$ cat src/rtl/dma_arb_pkg.sv
package dma_arb_pkg;

  typedef enum logic [2:0] {
    ARB_IDLE   = 3'd0,
    ARB_WAIT   = 3'd1,
    ARB_HOLD   = 3'd2,
    ARB_GRANT  = 3'd3,
    ARB_UNGNT  = 3'd4,
    ARB_UNHOLD = 3'd5,
    ARB_PDGNT  = 3'd6
  } arb_st_e;

  typedef enum logic {
    XF_IDLE = 1'b0,
    XF_BUSY = 1'b1
  } xf_st_e;

endpackage

$ cat src/rtl/dma_cfg_bit.sv
module dma_cfg_bit #(
  parameter logic RST_VAL = 1'b1
) (
  input  logic clk,
  input  logic rst_n,
  input  logic wr_en,
  input  logic wr_val,
  output logic q
);

  logic q_d;

  always_comb begin
    q_d = q;
    if (wr_en) q_d = wr_val;
  end

  always_ff @(posedge clk or negedge rst_n) begin
    if (!rst_n) q <= RST_VAL;
    else        q <= q_d;
  end

endmodule

$ cat src/rtl/dma_arb_fsm.sv
module dma_arb_fsm
  import dma_arb_pkg::*;
(
  input  logic clk,
  input  logic rst_n,
  input  logic dma_en,
  input  logic req,
  input  logic cpu_busy,
  input  logic pwr_down,
  output logic gnt,
  output logic hold,
  output logic oe_off
);

  arb_st_e st_q, st_d;

  always_comb begin
    st_d = st_q;
    case (st_q)
      ARB_IDLE: begin
        if (req && dma_en) begin
          if (pwr_down)      st_d = ARB_PDGNT;
          else if (cpu_busy) st_d = ARB_WAIT;
          else               st_d = ARB_HOLD;
        end
      end
      ARB_WAIT: begin
        if (!req || !dma_en) st_d = ARB_IDLE;
        else if (!cpu_busy)  st_d = ARB_HOLD;
      end
      ARB_HOLD: begin
        if (!req || !dma_en) st_d = ARB_UNHOLD;
        else                 st_d = ARB_GRANT;
      end
      ARB_GRANT:  if (!req) st_d = ARB_UNGNT;
      ARB_UNGNT:  st_d = ARB_UNHOLD;
      ARB_UNHOLD: st_d = ARB_IDLE;
      ARB_PDGNT:  if (!req) st_d = ARB_IDLE;
      default:    st_d = ARB_IDLE;
    endcase
  end

  always_ff @(posedge clk or negedge rst_n) begin
    if (!rst_n) st_q <= ARB_IDLE;
    else        st_q <= st_d;
  end

  always_comb begin
    gnt    = (st_q == ARB_GRANT) || (st_q == ARB_PDGNT);
    hold   = (st_q == ARB_HOLD) || (st_q == ARB_GRANT) || (st_q == ARB_UNGNT);
    oe_off = hold || (st_q == ARB_UNHOLD);
  end

endmodule

$ cat src/rtl/dma_xfer_ctl.sv
module dma_xfer_ctl
  import dma_arb_pkg::*;
#(
  parameter int          SIZE_W    = 2,
  parameter logic [SIZE_W-1:0] WORD_CODE = 2'b10
) (
  input  logic              clk,
  input  logic              rst_n,
  input  logic              granted,
  input  logic              strobe,
  input  logic [SIZE_W-1:0] size,
  input  logic              mem_done,
  input  logic              mem_err,
  output logic              mem_req,
  output logic              rsp_rdy,
  output logic              rsp_exc
);

  xf_st_e st_q, st_d;
  logic   rdy_d, exc_d;
  logic   size_ok;

  assign size_ok = (size == WORD_CODE);

  always_comb begin
    st_d  = st_q;
    rdy_d = 1'b0;
    exc_d = 1'b0;
    case (st_q)
      XF_IDLE: begin
        if (granted && strobe) begin
          if (size_ok) st_d  = XF_BUSY;
          else         exc_d = 1'b1;
        end
      end
      XF_BUSY: begin
        if (mem_done) begin
          st_d  = XF_IDLE;
          rdy_d = !mem_err;
          exc_d = mem_err;
        end
      end
      default: st_d = XF_IDLE;
    endcase
  end

  always_ff @(posedge clk or negedge rst_n) begin
    if (!rst_n) begin
      st_q    <= XF_IDLE;
      rsp_rdy <= 1'b0;
      rsp_exc <= 1'b0;
    end else begin
      st_q    <= st_d;
      rsp_rdy <= rdy_d;
      rsp_exc <= exc_d;
    end
  end

  assign mem_req = (st_q == XF_BUSY);

endmodule

$ cat src/rtl/dma_bus_arbiter.sv
module dma_bus_arbiter #(
  parameter int                SIZE_W    = 2,
  parameter logic [SIZE_W-1:0] WORD_CODE = 2'b10,
  parameter logic              EN_RST    = 1'b1
) (
  input  logic              clk,
  input  logic              rst_n,
  input  logic              cfg_we,
  input  logic              cfg_dma_en,
  input  logic              pwr_down,
  input  logic              cpu_busy,
  input  logic              dma_req_n,
  output logic              dma_gnt_n,
  output logic              bus_hold_n,
  output logic              cpu_aoe_n,
  output logic              cpu_coe_n,
  output logic              cpu_doe_n,
  input  logic              dma_as,
  input  logic [SIZE_W-1:0] dma_size,
  output logic              mem_req,
  input  logic              mem_done,
  input  logic              mem_err,
  output logic              dma_rdy_n,
  output logic              dma_mexc_n
);

  logic dma_en_q;
  logic gnt, hold, oe_off;
  logic rsp_rdy, rsp_exc;

  dma_cfg_bit #(.RST_VAL(EN_RST)) u_cfg (
    .clk    (clk),
    .rst_n  (rst_n),
    .wr_en  (cfg_we),
    .wr_val (cfg_dma_en),
    .q      (dma_en_q)
  );

  dma_arb_fsm u_arb (
    .clk      (clk),
    .rst_n    (rst_n),
    .dma_en   (dma_en_q),
    .req      (!dma_req_n),
    .cpu_busy (cpu_busy),
    .pwr_down (pwr_down),
    .gnt      (gnt),
    .hold     (hold),
    .oe_off   (oe_off)
  );

  dma_xfer_ctl #(.SIZE_W(SIZE_W), .WORD_CODE(WORD_CODE)) u_xfer (
    .clk      (clk),
    .rst_n    (rst_n),
    .granted  (gnt),
    .strobe   (dma_as),
    .size     (dma_size),
    .mem_done (mem_done),
    .mem_err  (mem_err),
    .mem_req  (mem_req),
    .rsp_rdy  (rsp_rdy),
    .rsp_exc  (rsp_exc)
  );

  assign dma_gnt_n  = !gnt;
  assign bus_hold_n = !hold;
  assign cpu_aoe_n  = oe_off;
  assign cpu_coe_n  = oe_off;
  assign cpu_doe_n  = oe_off;
  assign dma_rdy_n  = !rsp_rdy;
  assign dma_mexc_n = !rsp_exc;

endmodule

$ cat config.mk
export PLATFORM = sky130hd
export DESIGN_NAME = dma_bus_arbiter
export DESIGN_NICKNAME = d
export VERILOG_FILES = /design/src/rtl/dma_arb_pkg.sv /design/src/rtl/dma_cfg_bit.sv /design/src/rtl/dma_arb_fsm.sv /design/src/rtl/dma_xfer_ctl.sv /design/src/rtl/dma_bus_arbiter.sv
export SDC_FILE = /design/constraint.sdc
export NUM_CORES = 1
export LEC_CHECK = 0
export BUFFER_PORTS_ARGS = -buffer_cell sky130_fd_sc_hd__clkbuf_2
export CORE_AREA = 2 2 39 41
export CTS_CLUSTER_DIAMETER = 150
export DETAILED_ROUTE_END_ITERATION = 8
export DIE_AREA = 0 0 41 43
export PLACE_DENSITY = 0.66
export SYNTH_ARGS = -nofsm -noshare
export SYNTH_HDL_FRONTEND = slang
export SYNTH_SLANG_ARGS = --single-unit
export TNS_END_PERCENT = 50
$ cat constraint.sdc
create_clock -name clk -period 1.5 [get_ports clk]
set_clock_uncertainty 0.2 [all_clocks]
set_input_delay 0.3 -clock clk [delete_from_list [all_inputs] [get_ports clk]]
set_output_delay 0.3 -clock clk [all_outputs]
set_load 0.03 [all_outputs]
* After elaboration in Yosys (flattened, before gate mapping) *
Cells that the tools add are included.

storage, ports and cells
  output and inout port bits = 8
  flip-flop bits (word level) = 7
  bits of input ports = 12
  logic and storage cells = 52

cells by class
  equality and inequality tests = 11
  mux-type cells = 19
  bitwise gates (word level) = 1
  reductions and logical operators = 16

operator list
  cell                                                                     count
  3-bit two-way mux                                                        7
  3-bit case mux with 6 select lines                                       1
  3-bit equality test, second input constant                               3
  1-bit two-way mux                                                        8
  1-bit logical NOT                                                        7
  3-bit by 2-bit equality test with 1-bit output, second input constant    2
  1-bit logical OR                                                         5
  2-bit inequality test, second input constant                             2
  1-bit case mux with 2 select lines                                       2
  4-bit AND reduction                                                      1
  3-bit by 1-bit equality test with 1-bit output, second input constant    1
  3-bit logical NOT                                                        1
  3-bit by 2-bit inequality test with 1-bit output, second input constant  1
  2-bit equality test, second input constant                               1
  1-bit logical AND                                                        2
  2-bit two-way mux                                                        1
  2-bit by 1-bit inequality test with 1-bit output, second input constant  1
  1-bit NOT                                                                1

* Depth between registers and ports, before layout *
Gate-level depths: netlist of run 1.

  word-level depth = 5
  gate-level depth with buffers = 4

* Cells and area by module *
A second synthesis of run 1 with hierarchy kept.

unflattened totals
  cells, all modules = 45
  area total of the unflattened synthesis = 447.9 um^2

modules (own cells, without submodules)
  module           cells each  instances  area an instance (um^2)
  dma_arb_fsm      26          1          240.2
  dma_xfer_ctl     10          1          132.6
  dma_cfg_bit      2           1          41.3
  dma_bus_arbiter  7           1          33.8

* Worst setup path after synthesis of run 1 *
Ideal clock, no wire load.

  kind = reg2out
  start = register u_arb.st_q[2]
  end = output cpu_coe_n
  stages on the path, launching flop included = 5
  buffers on the path = 1
  arrival time = 1.208 ns
  path slack = -0.208 ns
  required time = 1.000 ns
  path through = dfrtp_1 -> inv_1 -> ha_1 -> inv_1 -> buf_4

on the way
  longest elaborated chain between the ends = 4

RTL lines
  element                                         RTL line               RTL
  from (decl)                                     dma_arb_fsm.sv:15      arb_st_e st_q, st_d;
  from (signal assigned)                          dma_arb_fsm.sv:45      else st_q <= st_d;
  3-bit by 2-bit equality test with 1-bit output  dma_arb_fsm.sv:50      hold = (st_q == ARB_HOLD) || (st_q == ARB_GRANT) || (st_q == ARB_UNGNT);
  1-bit logical OR (2 in a row)                   dma_arb_fsm.sv:50
  1-bit logical OR (*)                            dma_arb_fsm.sv:51      oe_off = hold || (st_q == ARB_UNHOLD);
  to (decl)                                       dma_bus_arbiter.sv:16  output logic cpu_coe_n,

Every way passes the cells marked *; elsewhere a longest branch is shown, timed or not.

* Worst setup path in the final report of run 1 *
  start = register u_arb.st_q[2]
  end = output dma_gnt_n

on the way
  longest elaborated chain between the ends = 3

RTL lines
  element                                                                                       RTL line               RTL
  3-bit by 2-bit equality test with 1-bit output / 3-bit equality test (equally long branches)  dma_arb_fsm.sv:49      gnt = (st_q == ARB_GRANT) || (st_q == ARB_PDGNT);
  1-bit logical OR (*)                                                                          dma_arb_fsm.sv:49
  1-bit logical NOT (*)                                                                         dma_bus_arbiter.sv:64  assign dma_gnt_n = !gnt;
  to (decl)                                                                                     dma_bus_arbiter.sv:13  output logic dma_gnt_n,

Marks and branches as above.

==> results of run 1 <==
-- cell families (layout without fill, tap and decap cells) --
| group | Yosys count | count (layout) | synth area share (%) |
|---|---|---|---|
| adders and majority gates | 1 | 1 | 2.83 |
| DFF | 7 | 7 | 39.9 |
| xor gates and xnor gates | 2 | 2 | 3.97 |
| muxes | 1 | 1 | 2.55 |
| and+or+nand+nor | 12 | 12 | 15.3 |
| AOI/OAI and AO/OA | 14 | 14 | 23.2 |
| buffers and inverters | 11 | 38 | 12.2 |
-- state kept, by name (all words and copies together), names as in the netlist --
| signal | cells |
|---|---|
| u_arb.st_q | 3 |
| u_xfer.rsp_rdy | 1 |
| u_xfer.mem_req | 1 |
| u_cfg.q | 1 |
| u_xfer.rsp_exc | 1 |
-- area by class of cell --
class | instances | area share (%)
inverters | 7 | 4.30
flip-flops and latches | 7 | 24.4
repair buffers | 27 | 29.4
clock buffers | 4 | 3.61
multi-input cells | 30 | 35.6
well taps | 16 | 2.75
-- final timing paths --
path | startpoint | to | slack, ns | depth (start not counted)
worst max-delay path | u_arb.st_q[2] | dma_gnt_n | -0.21 | 3
worst min-delay path | mem_err | u_xfer.rsp_rdy | 0.006 | 2
worst max register to register | u_arb.st_q[1] | u_arb.st_q[0] | 0.04 | 4
worst min register to register | u_xfer.mem_req | u_xfer.rsp_exc | 0.32 | 1
max in group asynchronous | rst_n | u_cfg.q | 0.64 | 2
min in group asynchronous | rst_n | u_xfer.rsp_rdy | 0.21 | 2
-- synth_stat cells, drive strengths merged --
| master | instances | area, µm² |
|---|---|---|
| inv | 7 | 26.3 |
| dfrtp | 6 | 150 |
| a21oi | 4 | 20.0 |
| buf | 4 | 27.5 |
| a211oi | 2 | 15.0 |
| nand2 | 2 | 7.51 |
| nand3 | 2 | 10.0 |
| nor2 | 2 | 7.51 |
| nor2b | 2 | 12.5 |
| o21a | 2 | 15.0 |
| o32ai | 2 | 17.5 |
| xor2 | 2 | 17.5 |
| a22oi | 1 | 7.51 |
| a311oi | 1 | 8.76 |
| dfstp | 1 | 26.3 |
| ha | 1 | 12.5 |
| mux2 | 1 | 11.3 |
| nand2b | 1 | 6.26 |
| nor3b | 1 | 7.51 |
| nor4bb | 1 | 10.0 |
| o22ai | 1 | 6.26 |
| o31ai | 1 | 12.5 |
| or2 | 1 | 6.26 |
-- routing by layer --
layer / share of wire (%) / global-route usage, % / vias up
met2: 57 / 27.8 / 14
met3: 5.4 / 9.42 / 2
met5: 0 / 0 / -
met4: 0.61 / 2.00 / 0
li1: - / - / 218
met1: 36 / 15.4 / 205
-- worst register-to-register path: cells and delay by family (launching register included) --
| family | cells | cell delay [ns] |
|---|---|---|
| buf+inv | 1 | 0.15 |
| compound gates | 2 | 0.28 |
| flops | 1 | 0.45 |
| simple gates | 1 | 0.24 |
-- layout by cell type (no fill, tap or decap), types with 2 or more instances in the layout --
master / Yosys / final
clkbuf_2: 0 / 14
inv_1: 7 / 5
buf_8: 0 / 3
dfrtp_1: 6 / 5
xor2_1: 2 / 2
a211oi_1: 2 / 2
a21oi_2: 0 / 2
buf_6: 0 / 4
o21a_1: 2 / 2
nand2_1: 2 / 2
buf_4: 3 / 4
clkbuf_4: 0 / 3
a21oi_1: 4 / 2
nand3_1: 2 / 2
-- power by group through the flow --
| stage | registers [mW] | clock network (mW) | logic [mW] |
|---|---|---|---|
| floorplan | 0.275 | 0 | 0.594 |
| global placement | 0.282 | 0 | 0.744 |
| detailed placement | 0.285 | 0 | 0.741 |
| CTS | 0.289 | 0.176 | 0.963 |
| global route | 0.306 | 0.202 | 1.25 |
| finish | 0.300 | 0.178 | 1.16 |
-- what timing repair did --
action	4_1_cts	5_1_grt
endpoints found under the hold margin	7	0
cloned	0	0
buffers inserted	2	1
gates resized for setup	13	17
hold buffers	1	0
pin swaps	3	5
endpoints found under the setup margin	6	8
==> flow_summary.json, run 1 <==
{
  "routedWlPerCell_um": 12.5,
  "syn_area_per_cell_um2": 9.20,
  "cp-end-kind": "primary output",
  "num_antenna_cells": 0,
  "final_area_um2": 728,
  "syn-cell-area_um2": 442,
  "ios": 20,
  "final_core_util_pct": 52.6,
  "h-tree-depth": 1,
  "layout.cells.non_filler": 91,
  "vias_per_cell": 4.82,
  "tns_ns": -0.927,
  "coreArea_mm2": 0.00138,
  "p_sw_share_pct": 43.1,
  "start_util_pct": 31.9,
  "dr.pass1.iters": 3,
  "vias": 439,
  "synth.distinct_cells": 24,
  "place_inst": 83,
  "fp.dieH_um": 43,
  "violations": "negative setup slack",
  "drive_gt1_share_pct": 58.7,
  "power_mw": 1.64,
  "postPlaceCellArea_um2": 563,
  "die_area_mm2": 0.00176,
  "fin_crit_sh_pct": 114,
  "ys_seq_area_share_pct": 39.9,
  "antenna_found_initial": 0,
  "max_freq_ghz": 0.585,
  "arrival_ns": 1.21,
  "worst_slew_pin_slew_ns": 0.223,
  "rsz0062_at_grt": "yes",
  "io_buffers": 19,
  "grt_pass1_wl_um": 1860,
  "seq_area_um2": 178,
  "comb_power_share_pct": 70.9,
  "critical_path.top_delay_family": "flip-flops",
  "clkTransAtPathRegs_ns": 0.06,
  "clk_latency_ns": 0.26,
  "yosys_warnings": 0,
  "syn_inst": 48,
  "cts-buffers-inserted": 3,
  "dp_hpwl_um": 804,
  "critPathMaxFanout": 3,
  "period_needed_ns": 1.71,
  "final_antenna_net_count": 0,
  "grt_pass1_vias": 453,
  "gp_congestion": 0.737,
  "slowest_stage": "dfrtp_1",
  "finalSetupViolations": 5,
  "hold_slack_ns": 0.00620,
  "cts.sinks": 7,
  "hold_path.class": "input pin to flip-flop",
  "wl_um": 1140,
  "power.density_mw_per_mm2": 2250,
  "grt_use_total_pct": 15.8,
  "multi_input_area_um2": 259,
  "internal_power_mw": 0.934,
  "cts_root_buf": "clkbuf_4",
  "timing.final.ws_setup_ns": -0.210,
  "row_count": 14,
  "maxCapViolCount": 0,
  "place_ws_ns": 0.00987,
  "cp_data_required_time_ns": 1.00,
  "die_w_um": 41,
  "grt.overflow.total": 0,
  "peakVddDrop_v": 0.000890,
  "cts_tree": "built",
  "hold_violations": 0,
  "cts_buffer_depth": 2,
  "drc": 0,
  "synthToLayoutAreaGrowth_pct": 64.9,
  "ys_seq_elements": 7,
  "finalNetCount": 89,
  "status": "finished with violations",
  "worstSetupStartpointType": "flip-flop",
  "grt_max_degree": 9,
  "crit_buf_inv": 1,
  "drtIter0Drc": 5,
  "slowest_delay_ns": 0.42,
  "power.clock.fraction_pct": 10.8,
  "slew_violations": 0,
  "criticalPathCategory": "flip-flop to primary output",
  "relSlewSlack_pct": 84.9,
  "n_fill_cell": 123,
  "p_seq_share_pct": 18.3,
  "path_cells": "xor2_1 > nand2_1 > clkbuf_8",
  "p_sw_mw": 0.706,
  "p_leak_nw": 0.331,
  "synth_fp_nets": 61
}
(Power assumes the default switching activity.)
==> run 2: changes to the inputs <==
- ABC_AREA: unset -> 1
- PLACE_DENSITY: 0.66 -> 0.74
==> run 2 against run 1 <==
Against the previous run: the flow still finishes with violations (negative setup slack); global-route usage grew 5.5 points; maximum frequency is 1.4% lower; synthesized cell count up 65%; critical endpoint unchanged; first-iteration DRC count increased to 4.6 times the previous value; register-to-register slack got worse by 0.09 ns; area after synthesis rose by 23%.
==> flow_summary.json, run 2 <==
{
  "slowest_delay_ns": 0.38,
  "largest_reg_flops": 3,
  "maxCapViolCount": 0,
  "p_sw_mw": 0.931,
  "period_needed_ns": 1.73,
  "max_freq_ghz": 0.577,
  "top_register": "u_arb.st_q",
  "clk_latency_ns": 0.25,
  "vias_per_cell": 4.90,
  "cp_data_required_time_ns": 1.00,
  "grt_pass1_wl_um": 2550,
  "synth-async-reset-ratio_pct": 100,
  "final_antenna_net_count": 0,
  "syn_inst": 79,
  "synthTopCellsByCount": "18 x nand2_1, 11 x inv_1, 10 x nor2_1, 9 x nand3_1, 6 x dfrtp_1",
  "num_antenna_cells": 0,
  "comb_power_share_pct": 75.1,
  "layout.cells.non_filler": 125,
  "internal_power_mw": 1.03,
  "arrival_ns": 1.23,
  "dr.pass1.iters": 5,
  "hold_path.class": "input pin to flip-flop",
  "ios": 20,
  "p_seq_share_pct": 16.2,
  "synth.most_common_cell": "nand2_1",
  "grt_pass1_vias": 610,
  "fp.dieH_um": 43,
  "drtIter0Drc": 23,
  "cts_root_buf": "clkbuf_4",
  "path_cells": "inv_2 > buf_6 > o21ai_2 > inv_1 > buf_8",
  "status": "finished with violations",
  "crit_buf_inv": 4,
  "syn-cell-area_um2": 542,
  "p_sw_share_pct": 47.5,
  "final_common_cell": "nand2_1",
  "wl_um": 1510,
  "synth_fp_nets": 92,
  "die_w_um": 41,
  "power.clock.fraction_pct": 8.7,
  "grt.overflow.total": 0,
  "slew_violations": 0,
  "cts_tree": "built",
  "cp-end-kind": "primary output",
  "power.density_mw_per_mm2": 2410,
  "p_leak_nw": 0.420,
  "ys_seq_area_share_pct": 32.6,
  "dp_hpwl_um": 988,
  "worst_slew_pin_slew_ns": 0.263,
  "final_core_util_pct": 58.8,
  "grt_use_total_pct": 21.4,
  "timing.final.ws_setup_ns": -0.234,
  "gp_congestion": 0.878,
  "peakVddDrop_v": 0.00197,
  "synth_top_area_share_pct": 27.7,
  "hold_violations": 0,
  "rsz0062_at_grt": "yes",
  "h-tree-depth": 1,
  "drive_gt1_share_pct": 46.8,
  "violations": "negative setup slack",
  "clkTransAtPathRegs_ns": 0.05,
  "ys_seq_elements": 7,
  "coreArea_mm2": 0.00138,
  "synthToLayoutAreaGrowth_pct": 50.1,
  "fin_crit_sh_pct": 116,
  "final_area_um2": 813,
  "cts-buffers-inserted": 3,
  "cts_buffer_depth": 2,
  "synth_edf_count": 0,
  "critPathMaxFanout": 4,
  "yosysTopAreaCell": "dfrtp_1",
  "place_inst": 114,
  "tns_ns": -1.13,
  "synthFlopType": "dfrtp_1",
  "die_area_mm2": 0.00176,
  "critical_path.top_delay_family": "buffers and inverters",
  "relSlewSlack_pct": 82.4,
  "antenna_found_initial": 0,
  "syn_area_per_cell_um2": 6.86,
  "finalSetupViolations": 8,
  "grt_max_degree": 9,
  "vias": 613,
  "ys_top_cells_by_area": "dfrtp_1 28%, nand2_1 12%, nand3_1 8.3%, inv_1 7.6%, nor2_1 6.9%",
  "routedWlPerCell_um": 12.1,
  "postPlaceCellArea_um2": 671,
  "layout_common_cells": "18 x nand2_1, 14 x clkbuf_2, 9 x inv_1, 9 x nand3_1, 9 x nor2_1",
  "cts.sinks": 7,
  "yosys_warnings": 0,
  "finalNetCount": 123,
  "worstSetupStartpointType": "flip-flop",
  "start_util_pct": 39.2,
  "synth.distinct_cells": 20,
  "io_buffers": 19,
  "slowest_stage": "dfrtp_1",
  "drc": 0,
  "criticalPathCategory": "flip-flop to primary output",
  "row_count": 14
}
==> run 2: changes by cell type after synthesis, moves of 4 or more <==
cell     delta
nand2_1    +16
nand3_1     +7
nor2_1      +8
inv_1       +4
o21ai_0     +4
==> run 2: stage by stage <==
step	hold slack (ns)	total power, mW	worst slack [ns]
floorplan	-0.196	1.24	-0.0538
detailed placement	-0.0569	1.37	-0.0661
CTS	0.00846	1.82	-0.214
global placement	-0.0588	1.36	-0.0356
global route	0.00434	2.09	-0.252
finish	0.0171	1.96	-0.234
==> run 2: path summary, 6_finish.rpt <==
kind                          startpoint        endpoint  slack (ns)  depth (start not counted)
min in group asynchronous          rst_n  u_xfer.rsp_rdy        0.22                          2
min                              mem_err  u_xfer.rsp_rdy        0.02                          2
min reg2reg                      u_cfg.q         u_cfg.q        0.33                          2
max reg2reg                u_arb.st_q[2]   u_arb.st_q[0]       -0.05                          9
max in group asynchronous          rst_n         u_cfg.q        0.64                          2
max                        u_arb.st_q[2]       dma_gnt_n       -0.23                          5
==> run 2: cell type report <==
type | instances | area, µm²
Clock buffer | 4 | 26.3
Fill cell | 119 | 571
Inverter | 13 | 53.8
Multi-Input combinational cell | 55 | 298
Sequential cell | 7 | 179
Tap cell | 16 | 20.0
Timing Repair Buffer | 30 | 236
==> run 2: repair_timing <==
| action | in CTS | in global routing |
|---|---|---|
| resized for setup | 13 | 7 |
| buffers inserted | 5 | 1 |
| pin swaps | 2 | 2 |
| endpoints found under the hold margin | 7 | 0 |
| cloned | 0 | 0 |
| hold buffers | 1 | 0 |
| endpoints found under the setup margin | 5 | 8 |
==> run 2: per-layer routing <==
metal  GRT usage [%]  up-vias  routed length, µm
met5               0        -                  0
met4            6.00        0                  0
met3            7.85        0                107
met2            32.8       30                807
met1            27.1      274                592
li1                -      309                  -
==> run 2: power by group through the flow <==
| stage | clock network, mW | logic [mW] | registers [mW] |
|---|---|---|---|
| final | 0.171 | 1.47 | 0.318 |
| after global placement | 0 | 1.04 | 0.321 |
| after floorplan | 0 | 0.933 | 0.307 |
| after CTS | 0.175 | 1.33 | 0.311 |
| after detailed placement | 0 | 1.05 | 0.322 |
| after global routing | 0.187 | 1.58 | 0.325 |
==> run 2: worst register-to-register path, stage by stage (launching register included) <==
cell and delay (ns):
dfrtp_1 0.40, inv_2 0.14, buf_4 0.14, buf_6 0.12, nand2_1 0.08, nor2_2 0.10
nand3_1 0.09, nand3_2 0.10, nand2_1 0.05, nand2_1 0.06
==> run 2: cell families (layout without fill, tap and decap cells) <==
kind of cell    Yosys count  count (layout)  share of synthesized area (%)
fa+ha+maj                 1               1                           2.31
flops                     7               7                           32.6
simple gates             45              45                           39.0
compound gates            9               9                           10.2
buf+inv                  17              47                           15.9
